===== config.mk =====
export PLATFORM = sky130hd
export DESIGN_NAME = pmu_cycle_monitor
export DESIGN_NICKNAME = d
export VERILOG_FILES = /design/src/rtl/pmu_cyc_pkg.sv /design/src/rtl/pmu_ctl_regs.sv /design/src/rtl/pmu_prescaler.sv /design/src/rtl/pmu_cycle_counter.sv /design/src/rtl/pmu_cycle_monitor.sv
export SDC_FILE = /design/constraint.sdc
export NUM_CORES = 1
export LEC_CHECK = 0
export BUFFER_PORTS_ARGS = -buffer_cell sky130_fd_sc_hd__buf_2
export CAP_MARGIN = 10
export CORE_MARGIN = 3
export CORE_UTILIZATION = 51
export DETAILED_ROUTE_END_ITERATION = 8
export GPL_ROUTABILITY_DRIVEN = 0
export HOLD_SLACK_MARGIN = 0.05
export PLACE_DENSITY_LB_ADDON = 0.15
export SLEW_MARGIN = 0
export SYNTH_ARGS = -nofsm -noshare
export SYNTH_HDL_FRONTEND = slang
export SYNTH_HIERARCHICAL = 1
export SYNTH_SLANG_ARGS = --single-unit

===== constraint.sdc =====
create_clock -name clk -period 3.6 [get_ports clk]
set_input_delay 0.54 -clock clk [delete_from_list [all_inputs] [get_ports clk]]
set_output_delay 0.54 -clock clk [all_outputs]
set_load 0.05 [all_outputs]

===== src/rtl/pmu_cyc_pkg.sv =====
package pmu_cyc_pkg;
  localparam int BIT_E  = 0;
  localparam int BIT_P  = 1;
  localparam int BIT_C  = 2;
  localparam int BIT_D  = 3;
  localparam int BIT_X  = 4;
  localparam int BIT_DP = 5;
  localparam int BIT_LC = 6;
  localparam int BIT_LP = 7;

  typedef struct packed {
    logic lp;
    logic lc;
    logic dp;
    logic x;
    logic d;
    logic e;
  } pmu_ctl_t;
endpackage


===== src/rtl/pmu_ctl_regs.sv =====
module pmu_ctl_regs
  import pmu_cyc_pkg::*;
#(
  parameter logic [7:0] IMPL_CODE = 8'h5A,
  parameter logic [7:0] ID_CODE   = 8'h13,
  parameter logic [4:0] NUM_CNT   = 5'd6
) (
  input  logic        clk,
  input  logic        rst_n,
  input  logic        wr_en,
  input  logic [31:0] wr_data,
  output pmu_ctl_t    ctl,
  output logic        cnt_zero,
  output logic        pre_clr,
  output logic [31:0] rd_word
);
  logic [7:0] id_field;
  logic       unused_wr;

  generate
    if (IMPL_CODE == 8'h00) begin : g_no_impl
      assign id_field = 8'h00;
    end else begin : g_impl
      assign id_field = ID_CODE;
    end
  endgenerate

  assign unused_wr = &{1'b0, wr_data[31:8], wr_data[BIT_P]};

  always_ff @(posedge clk or negedge rst_n) begin
    if (!rst_n) begin
      ctl <= '0;
    end else if (wr_en) begin
      ctl.lp <= wr_data[BIT_LP];
      ctl.lc <= wr_data[BIT_LC];
      ctl.dp <= wr_data[BIT_DP];
      ctl.x  <= wr_data[BIT_X];
      ctl.d  <= wr_data[BIT_D];
      ctl.e  <= wr_data[BIT_E];
    end
  end

  assign cnt_zero = wr_en & wr_data[BIT_C];
  assign pre_clr  = cnt_zero | (wr_en & (wr_data[BIT_D] != ctl.d));

  assign rd_word = {IMPL_CODE, id_field, NUM_CNT, 3'b000,
                    ctl.lp, ctl.lc, ctl.dp, ctl.x, ctl.d, 2'b00, ctl.e};

  assert_write_lands_R1: assert property (@(posedge clk) disable iff (!rst_n)
    wr_en |=> (ctl.e == $past(wr_data[BIT_E])) && (ctl.d == $past(wr_data[BIT_D])));
endmodule


===== src/rtl/pmu_prescaler.sv =====
module pmu_prescaler #(
  parameter int DIV = 64
) (
  input  logic clk,
  input  logic rst_n,
  input  logic clr,
  input  logic adv,
  output logic tick
);
  localparam int W = (DIV > 1) ? $clog2(DIV) : 1;
  localparam logic [W-1:0] LAST = W'(DIV - 1);

  logic [W-1:0] phase;
  logic         at_last;

  assign at_last = (phase == LAST);
  assign tick    = adv & at_last;

  always_ff @(posedge clk or negedge rst_n) begin
    if (!rst_n) begin
      phase <= '0;
    end else if (clr) begin
      phase <= '0;
    end else if (adv) begin
      phase <= at_last ? '0 : phase + W'(1);
    end
  end

  assert_restart_R6: assert property (@(posedge clk) disable iff (!rst_n)
    clr |=> (phase == '0));
  assert_hold_idle_R6: assert property (@(posedge clk) disable iff (!rst_n)
    (!clr && !adv) |=> $stable(phase));
endmodule


===== src/rtl/pmu_cycle_counter.sv =====
module pmu_cycle_counter #(
  parameter int CNT_W = 64,
  parameter int LOW_W = 32
) (
  input  logic             clk,
  input  logic             rst_n,
  input  logic             zero,
  input  logic             inc,
  input  logic             long_mode,
  input  logic             ovf_clr,
  output logic [CNT_W-1:0] count,
  output logic             ovf
);
  logic wrap_low;
  logic wrap_all;
  logic ovf_set;

  assign wrap_low = &count[LOW_W-1:0];
  assign wrap_all = &count;
  assign ovf_set  = inc & ~zero & (long_mode ? wrap_all : wrap_low);

  always_ff @(posedge clk or negedge rst_n) begin
    if (!rst_n) begin
      count <= '0;
    end else if (zero) begin
      count <= '0;
    end else if (inc) begin
      count <= count + CNT_W'(1);
    end
  end

  always_ff @(posedge clk or negedge rst_n) begin
    if (!rst_n) begin
      ovf <= 1'b0;
    end else if (ovf_set) begin
      ovf <= 1'b1;
    end else if (ovf_clr) begin
      ovf <= 1'b0;
    end
  end

  assert_single_step_R5: assert property (@(posedge clk) disable iff (!rst_n)
    !zero |=> (count == $past(count)) || (count == $past(count) + CNT_W'(1)));
  assert_flag_sticky_R9: assert property (@(posedge clk) disable iff (!rst_n)
    (ovf && !ovf_clr) |=> ovf);
endmodule


===== src/rtl/pmu_cycle_monitor.sv =====
module pmu_cycle_monitor
  import pmu_cyc_pkg::*;
#(
  parameter logic [7:0] IMPL_CODE = 8'h5A,
  parameter logic [7:0] ID_CODE   = 8'h13,
  parameter logic [4:0] NUM_CNT   = 5'd6,
  parameter int         CNT_W     = 64,
  parameter int         LOW_W     = 32,
  parameter int         DIV       = 64
) (
  input  logic             clk,
  input  logic             rst_n,
  input  logic             wr_en_i,
  input  logic [31:0]      wr_data_i,
  output logic [31:0]      rd_data_o,
  input  logic             cnt_en_i,
  input  logic             prohibit_i,
  input  logic             ovf_clr_i,
  output logic [CNT_W-1:0] cyc_count_o,
  output logic             ovf_o,
  output logic             evt_enable_o,
  output logic             evt_long_o,
  output logic             evt_export_o
);
  pmu_ctl_t ctl;
  logic     cnt_zero;
  logic     pre_clr;
  logic     run;
  logic     divided;
  logic     tick;
  logic     inc;

  pmu_ctl_regs #(
    .IMPL_CODE(IMPL_CODE), .ID_CODE(ID_CODE), .NUM_CNT(NUM_CNT)
  ) u_regs (
    .clk(clk), .rst_n(rst_n), .wr_en(wr_en_i), .wr_data(wr_data_i),
    .ctl(ctl), .cnt_zero(cnt_zero), .pre_clr(pre_clr), .rd_word(rd_data_o)
  );

  assign run     = ctl.e & cnt_en_i & ~(ctl.dp & prohibit_i);
  assign divided = ctl.d & ~ctl.lc;
  assign inc     = run & (divided ? tick : 1'b1);

  pmu_prescaler #(.DIV(DIV)) u_pre (
    .clk(clk), .rst_n(rst_n), .clr(pre_clr), .adv(run & divided), .tick(tick)
  );

  pmu_cycle_counter #(.CNT_W(CNT_W), .LOW_W(LOW_W)) u_cnt (
    .clk(clk), .rst_n(rst_n), .zero(cnt_zero), .inc(inc),
    .long_mode(ctl.lc), .ovf_clr(ovf_clr_i), .count(cyc_count_o), .ovf(ovf_o)
  );

  assign evt_enable_o = ctl.e;
  assign evt_long_o   = ctl.lp;
  assign evt_export_o = ctl.x & ~prohibit_i;

  assert_clear_zeroes_R4: assert property (@(posedge clk) disable iff (!rst_n)
    (wr_en_i && wr_data_i[BIT_C]) |=> (cyc_count_o == '0));
  assert_clear_keeps_flag_R4: assert property (@(posedge clk) disable iff (!rst_n)
    (wr_en_i && wr_data_i[BIT_C] && ovf_o) |=> ovf_o);
  assert_frozen_R10: assert property (@(posedge clk) disable iff (!rst_n)
    (rd_data_o[BIT_DP] && prohibit_i && !(wr_en_i && wr_data_i[BIT_C])) |=> $stable(cyc_count_o));
  assert_disabled_R5: assert property (@(posedge clk) disable iff (!rst_n)
    (!rd_data_o[BIT_E] && !(wr_en_i && wr_data_i[BIT_C])) |=> $stable(cyc_count_o));
  assert_no_export_R11: assert property (@(posedge clk) disable iff (!rst_n)
    prohibit_i |-> !evt_export_o);
endmodule


==> results of run 1 <==
==> metrics by stage <==
step	util	hold slack (ps)
after floorplan	-	244
after global placement	0.595	513
after detailed placement	0.595	535
after CTS	0.627	365
after global routing	0.627	362
final	0.627	326
==> kinds of logic (layout without fill, tap and decap cells) <==
family                     count (synthesis)  after routing  synth area share
xor gates and xnor gates                  44             44            0.0890
buffers and inverters                     52            116            0.0772
adders and majority gates                  2              2           0.00578
other                                      2             26           0.00174
and+or+nand+nor                          229            229             0.284
DFF                                       77             77             0.445
AOI/OAI and AO/OA                         53             53            0.0720
muxes                                      8              8            0.0254
==> routing by layer <==
metal | GRT usage | part of all wire
met1 | 0.312 | 0.46
met2 | 0.354 | 0.48
met3 | 0.0379 | 0.056
met4 | 0.0735 | 0.011
met5 | 0 | 0
==> final cells by class <==
cell class | count | area [µm²]
Clock buffer | 13 | 169
Clock inverter | 3 | 90.1
Fill cell | 707 | 2970
Inverter | 3 | 11.3
Multi-Input combinational cell | 362 | 2160
Sequential cell | 77 | 1930
Tap cell | 102 | 128
Timing Repair Buffer | 97 | 515
==> sequential cells by signal, indices dropped and copies added (netlist names) <==
name         count
u_cnt/count     64
u_cnt/ovf        1
u_regs/ctl       6
u_pre/phase      6
==> cells in the final DEF (no fill, tap or decap), types with 7 or more instances in the layout <==
master	instances
dfrtp_1	77
and2_1	7
nor2_1	57
nand2_1	28
buf_4	12
nand3_1	33
a21oi_1	22
or3_1	15
o21ai_0	17
nor4_1	11
xnor2_1	12
and3_1	12
conb_1	26
buf_2	85
nor3_1	8
nand4_1	33
clkbuf_8	12
xor2_1	32
==> critical path: stages, from the launching register on <==
cell      delay (ps)
dfrtp_1          430
nand2b_4         160
nor3b_1          240
nand3_1          110
nor2_1           150
o2111a_1         320
and4_1           280
and4_1           260
buf_4            170
nand4_1          340
o31a_1           410
o21ba_2          210
==> power groups by stage <==
stage,Clock [mW],Sequential (mW),Combinational (mW)
2_1_floorplan,0,0.942,0.172
3_3_place_gp,0,0.918,0.216
3_5_place_dp,0,0.919,0.218
4_1_cts,0.852,0.902,0.219
5_1_grt,0.897,0.906,0.233
6_report,0.838,0.902,0.217
==> worst paths after layout <==
kind / from / endpoint / slack (ps) / depth (start not counted)
max: u_regs/ctl[4] / u_cnt/count[48] / 430 / 11
min: rst_n / u_cnt/count[58] / 330 / 1
max reg2reg: u_regs/ctl[4] / u_cnt/count[48] / 430 / 11
min reg2reg: u_cnt/ovf / u_cnt/ovf / 550 / 2
max in group asynchronous: rst_n / u_cnt/count[20] / 2630 / 1
min in group clk: ovf_clr_i / u_cnt/ovf / 380 / 2
==> results.cfg, run 1 <==
[synth]
ys_ff_latch = 77
netlist_area_um2 = 4330
synth.most_common_cell = dfrtp_1
ys.flop_type = dfrtp_1
yosys.area.top_type = dfrtp_1
synthTopCellsByCount = 77 x dfrtp_1, 57 x nor2_1, 33 x nand3_1, 33 x nand4_1
avgSynthCellArea_um2 = 9.27
syn_inst = 467
synth-seq-area-share = 0.445
ys_types = 44
netlist.area_leader.share = 0.445
async_flop_share = 1.00
synth_warnings = 6
synth_edf_count = 0
yosys-top-cells-area = dfrtp_1 45%, xor2_1 6.5%, buf_4 5.6%

[die]
dieArea_um2 = 9630
core_area_um2 = 7970
io_pins = 138
initial_core_util = 0.543
fp-row-count = 32
die_w_um = 98.1
chipHeight_um = 98.1

[clocking]
htree_levels = 3
cts_tree = yes
cts_buffer_depth = 2
cts_setup_buffers = 0
ctsHoldBuffers = 0
clkSlewWorstSetupHoldPaths_ps = 80
worstSkewPairLatency_ps = 350
cts_sinks = 77
numCtsBuffers = 9
root_buffer = clkbuf_8
ctsResizeCount = 0

[timing]
fin_tns_setup_ps = 0
rsz0062_at_grt = false
finalMaxSlewViolations = 0
slew_headroom = 0.351
worst_pin_slew_ps = 973
fin_skew_ps = 9.83
min_period_over_period = 0.880
hold_violations = 0
worst_slack_ps = 431
setup_viol = 0
period_minus_slack_ps = 3170
max_freq_mhz = 316

[detailed_routing]
dr_total_vias = 3708
postRouteWirelength_um = 10400
vias_per_cell = 5.64
detail_route.wl_per_cell_um = 15.9
ant_nets = 0
dr.pass1.iters = 5
drcViolationCount = 0
drt_iter0_drc = 210

[layout]
antenna_cells = 0
design_area_um2 = 5000
drive_gt1_frac = 0.241
area_growth_pct = 15.5
final_cells = 657
final_nets = 590

[pwr]
total_power_mw = 1.96
vdd_ir_drop_max_uv = 248
power.switching_uw = 514
swShare = 0.263
powerDensity_nw_per_um2 = 392
leakage_nw = 2.37
pwr-share-comb = 0.111
power_frac_clock = 0.428
power.internal_mw = 1.44
seq_power_share = 0.461

[run]
drv_cap = 0

[placed_design]
placed_area_um2 = 4740
dp.cells = 641
dp_hpwl_um = 7390
portBuffers = 86
pre_cts_ws_ps = 323

[global_routing]
grt_pass1_wl_um = 17600
antenna_found_initial = 0
grt_overflow_total = 0
grt_max_degree = 78
grtUsageTotal = 0.223
grt_pass1_vias = 3531

[critical_path]
critPathArrivalTime_ps = 3410
crit_type = reg -> reg
path_max_fanout = 8
start_kind = register
cp-end-kind = register
required_ps = 3840

[outcome]
outcome = complete, no violations

[worst_hold_path]
holdCritPathClass = in -> async
Note: power is estimated with default switching activity, not from simulation.
==> run 2, diff against run 1 <==
--- a/config.mk
+++ b/config.mk
@@ -7,8 +7,10 @@
 export LEC_CHECK = 0
 export BUFFER_PORTS_ARGS = -buffer_cell sky130_fd_sc_hd__buf_2
 export CAP_MARGIN = 10
+export CELL_PAD_IN_SITES_DETAIL_PLACEMENT = 0
+export CELL_PAD_IN_SITES_GLOBAL_PLACEMENT = 2
 export CORE_MARGIN = 3
-export CORE_UTILIZATION = 51
+export CORE_UTILIZATION = 30
 export DETAILED_ROUTE_END_ITERATION = 8
 export GPL_ROUTABILITY_DRIVEN = 0
 export HOLD_SLACK_MARGIN = 0.05
==> run 2 against run 1 <==
Net effect: setup slack better by 38 ps; utilization shrank 26 points; clock skew down 3.1 ps; register-to-register slack better by 40 ps; cell area is 3.3% higher; via count decreased by 2.4%; die area increased by 65%; largest cell class unchanged.
==> results.cfg, run 2 (synthesis gave the netlist of run 1 again) <==
[die]
die_w_um = 126
chipHeight_um = 126
initial_core_util = 0.309
dieArea_um2 = 15900
fp-row-count = 43
io_pins = 138
core_area_um2 = 14000

[critical_path]
start_kind = register
cp_slowest_cell = or4_4
required_ps = 3850
r2r_cells = 10
path_max_fanout = 13
crit_type = reg -> reg
cp-end-kind = register
max_stage_delay_ps = 560
critPathArrivalTime_ps = 3380
path_cells = nand2b_4 > nor3b_1 > nand3_1 > nor2_1 > o2111a_1 > and4_1 > nand4_1 > or4_4 > or3_2 > a21oi_1

[clocking]
cts_buffer_depth = 2
cts_setup_buffers = 0
cts_sinks = 77
htree_levels = 3
ctsResizeCount = 0
numCtsBuffers = 9
cts_tree = yes
worstSkewPairLatency_ps = 340
ctsHoldBuffers = 0
clkSlewWorstSetupHoldPaths_ps = 60
root_buffer = clkbuf_16

[layout]
most-common-layout-cells = 85 x buf_2, 77 x dfrtp_1, 57 x nor2_1
largest_register_ffs = 64
final_nets = 594
design_area_um2 = 5160
area_growth_pct = 19.2
reg.largest.list = u_cnt/count (64), u_pre/phase (6), u_regs/ctl (6)
regArea_um2 = 1930
fillers = 1500
antenna_cells = 0
drive_gt1_frac = 0.242
fin_util = 0.369
layout_commonest_cell = buf_2
largest_register = u_cnt/count
multiInputGateArea_um2 = 2160

[pwr]
vdd_ir_drop_max_uv = 192
leakage_nw = 2.40
powerDensity_nw_per_um2 = 395

[global_routing]
grt_max_degree = 78
grt_pass1_vias = 3540
grt_pass1_wl_um = 19300
grt_overflow_total = 0
grtUsageTotal = 0.152
antenna_found_initial = 0

[timing]
hold_violations = 0
worst_pin_slew_ps = 1030
rsz0062_at_grt = false
min_period_over_period = 0.870
slew_headroom = 0.311
finalMaxSlewViolations = 0
setup_viol = 0
max_freq_mhz = 319
fin_tns_setup_ps = 0
fin_skew_ps = 6.73
period_minus_slack_ps = 3130

[detailed_routing]
dr_total_vias = 3618
vias_per_cell = 4.90
ant_nets = 0
dr.pass1.iters = 4
postRouteWirelength_um = 11800
drcViolationCount = 0
drt_iter0_drc = 186
detail_route.wl_per_cell_um = 16.0

[worst_hold_path]
holdCritPathClass = in -> async

[placed_design]
portBuffers = 86
placed_area_um2 = 4870
dp_hpwl_um = 8490

[outcome]
outcome = complete, no violations

[run]
drv_cap = 0
-- run 2: cell count changes in the layout (fill, tap and decap cells not counted) --
| cell | delta |
|---|---|
| clkbuf_8 | -10 |
| clkbuf_16 | +9 |
| buf_4 | +4 |
| bufinv_16 | -2 |
| clkbuf_1 | +2 |
-- run 2: power breakdown --
| part | internal (mW) | switching, mW |
|---|---|---|
| Sequential | 0.882 | 0.0217 |
| Combinational | 0.0446 | 0.174 |
| Clock | 0.572 | 0.345 |
| Total | 1.50 | 0.541 |
-- run 2: path summary, 6_finish.rpt --
| path | start | end | slack, ps |
|---|---|---|---|
| max | u_regs/ctl[4] | u_cnt/count[63] | 470 |
| max reg2reg | u_regs/ctl[4] | u_cnt/count[63] | 470 |
| min in group clk | ovf_clr_i | u_cnt/ovf | 400 |
| min | rst_n | u_cnt/count[56] | 390 |
| max in group asynchronous | rst_n | u_cnt/count[0] | 2550 |
| min reg2reg | u_cnt/ovf | u_cnt/ovf | 530 |
-- run 2: cell type report --
type                       count  area share
clock buffer                  14      0.0512
clock inverter                 1     0.00582
inverter                       3     0.00218
multi-input combinational    362       0.418
sequential                    77       0.373
tap                          180      0.0436
timing repair buffer         101       0.106
-- run 2: per-layer routing --
metal | global-route usage | wire, µm | vias to the layer above
met5 | 0 | 0 | -
met4 | 0.0322 | 88 | 0
met3 | 0.0471 | 568 | 9
met2 | 0.244 | 5580 | 75
met1 | 0.201 | 5610 | 1746
li1 | - | - | 1788
-- run 2: stage by stage --
step	total power, mW	worst slack (ps)	cells	hold slack (ps)
2_1_floorplan	1.11	214	491	244
3_3_place_gp	1.14	359	723	501
3_5_place_dp	1.14	345	723	516
4_1_cts	2.08	428	738	379
5_1_grt	2.13	173	738	397
6_report	2.04	468	738	388
-- run 2: worst max-delay path, delay by kind of cell, from the launching register on --
family | cells | cell delay (ps)
flops | 1 | 460
simple gates | 8 | 2130
compound gates | 2 | 450
==> run 3, diff against run 2 <==
--- a/config.mk
+++ b/config.mk
@@ -10,7 +10,7 @@
 export CELL_PAD_IN_SITES_DETAIL_PLACEMENT = 0
 export CELL_PAD_IN_SITES_GLOBAL_PLACEMENT = 2
 export CORE_MARGIN = 3
-export CORE_UTILIZATION = 30
+export CORE_UTILIZATION = 32
 export DETAILED_ROUTE_END_ITERATION = 8
 export GPL_ROUTABILITY_DRIVEN = 0
 export HOLD_SLACK_MARGIN = 0.05
==> constraint.sdc (replaced) <==
create_clock -name clk -period 3.96 [get_ports clk]
set_input_delay 0.594 -clock clk [delete_from_list [all_inputs] [get_ports clk]]
set_output_delay 0.594 -clock clk [all_outputs]
set_load 0.05 [all_outputs]
==> run 3 against run 2 <==
Net effect: fmax shrank 8.9%; setup slack gained 54 ps; critical endpoint is now u_cnt/count[51]; highest routed layer unchanged; critical path type unchanged; worst hold slack gained 43 ps; flip-flop and latch count is the same; wire length is essentially flat; critical path depth is the same.
==> results.cfg, run 3 (synthesis gave the netlist of run 1 again) <==
[outcome]
outcome = complete, no violations

[clocking]
numCtsBuffers = 9
cts_tree = yes
ctsResizeCount = 0
cts_sinks = 77
worstSkewPairLatency_ps = 340
cts_buffer_depth = 2
clkSlewWorstSetupHoldPaths_ps = 60
root_buffer = clkbuf_16
htree_levels = 3
cts_setup_buffers = 0
ctsHoldBuffers = 0

[critical_path]
path_depth = 10
reg2reg_slack_ps = 520
max_stage_delay_ps = 610
crit_family = simple AND/OR/NAND/NOR gates
path_max_fanout = 13
r2r_end = u_cnt/count[51]
r2r_cells = 10
critPathArrivalTime_ps = 3690
path_cells = nand2b_4 > nor3b_1 > nand3_1 > nor2_1 > o2111a_1 > and4_1 > nand4_1 > or4_4 > or3_2 > a21oi_1
cp_slowest_cell = or4_4
path_buf_inv = 0
required_ps = 4210
crit_type = reg -> reg
start_kind = register
reg2reg_from = u_regs/ctl[4]
cp-end-kind = register

[layout]
layout_commonest_cell = buf_2
largest_register = u_cnt/count
final_nets = 587
area_growth_pct = 19.3
reg.largest.list = u_cnt/count (64), u_pre/phase (6), u_regs/ctl (6)
largest_register_ffs = 64
most-common-layout-cells = 85 x buf_2, 77 x dfrtp_1, 57 x nor2_1
fin_util = 0.399
drive_gt1_frac = 0.237
antenna_cells = 0

[die]
fp-row-count = 41
io_pins = 138
initial_core_util = 0.335
dieArea_um2 = 15000
die_w_um = 122
core_area_um2 = 12900
chipHeight_um = 122

[global_routing]
antenna_found_initial = 0
gr-usage-met2 = 0.252
met3_usage = 0.0300
grt_pass1_vias = 3397
use_met1 = 0.225
grt_overflow_total = 0
grt_pass1_wl_um = 18900
grt_max_degree = 78
grt-busiest-layer = met2
grtUsageTotal = 0.162

[timing]
worst_pin_slew_ps = 1030
max_freq_mhz = 291
rsz0062_at_grt = false
slew_headroom = 0.311
period_minus_slack_ps = 3440
fin_tns_setup_ps = 0
min_period_over_period = 0.868
finalMaxSlewViolations = 0
fin_skew_ps = 7.44
setup_viol = 0
hold_violations = 0

[placed_design]
portBuffers = 86
dp_hpwl_um = 8290

[detailed_routing]
detail_route.wl_per_cell_um = 16.4
ant_nets = 0
dr_total_vias = 3622
dr.pass1.iters = 4
vias_per_cell = 5.00
drt_iter0_drc = 152
postRouteWirelength_um = 11800
drcViolationCount = 0

[pwr]
power.internal_mw = 1.51
power.switching_uw = 512
powerDensity_nw_per_um2 = 392
power_frac_clock = 0.495
swShare = 0.253
pwr-share-comb = 0.099
leakage_nw = 2.40
seq_power_share = 0.407
vdd_ir_drop_max_uv = 205

[run]
drv_cap = 0

[worst_hold_path]
holdCritPathClass = in -> async
==> run 3: cell types whose count changed in the layout (fill, tap and decap cells not counted) <==
cell	before	now
buf_4	16	9
bufinv_16	1	3
clkbuf_1	3	1
clkbuf_8	2	3
==> run 3: layout make-up <==
class                   count  area [µm²]
multi-input cells         362        2160
fillers                  1410        7760
well taps                 172         215
inverters                   3        11.3
repair buffers             94         493
clock inverters             3        90.1
flip-flops and latches     77        1930
clock buffers              13         270
==> run 3: power groups by stage <==
stage	Combinational [mW]	Sequential (mW)	Clock, mW
finish	0.200	0.822	1.00
global route	0.214	0.825	1.05
CTS	0.203	0.822	1.03
detailed placement	0.203	0.836	0
global placement	0.202	0.835	0
floorplan	0.156	0.857	0
==> run 3: worst max-delay path by stage <==
stage                             start               to  slack, ps
after global placement       prohibit_i  u_cnt/count[51]        420
final                     u_regs/ctl[4]  u_cnt/count[51]        520
after CTS                 u_regs/ctl[4]  u_cnt/count[51]        510
after detailed placement     prohibit_i  u_cnt/count[47]        350
after floorplan           u_regs/ctl[0]  u_cnt/count[57]        570
after global routing      u_regs/ctl[4]  u_cnt/count[47]        270
==> run 3: layer usage <==
metal  up-vias  wire length (µm)
met3        12               523
met2        85              5400
met4         0               180
met5         -                 0
met1      1764              5740
li1       1761                 -
==> run 3: stage by stage <==
| step | setup slack [ps] | instance area, µm² | hold slack, ps | total power [mW] | std cells |
|---|---|---|---|---|---|
| final | 523 | 5160 | 431 | 2.02 | 724 |
| after global placement | 420 | 4800 | 507 | 1.04 | 708 |
| after CTS | 510 | 5160 | 433 | 2.05 | 724 |
| after detailed placement | 355 | 4800 | 514 | 1.04 | 708 |
| after global routing | 266 | 5160 | 437 | 2.09 | 724 |
| after floorplan | 574 | 4420 | 298 | 1.01 | 491 |
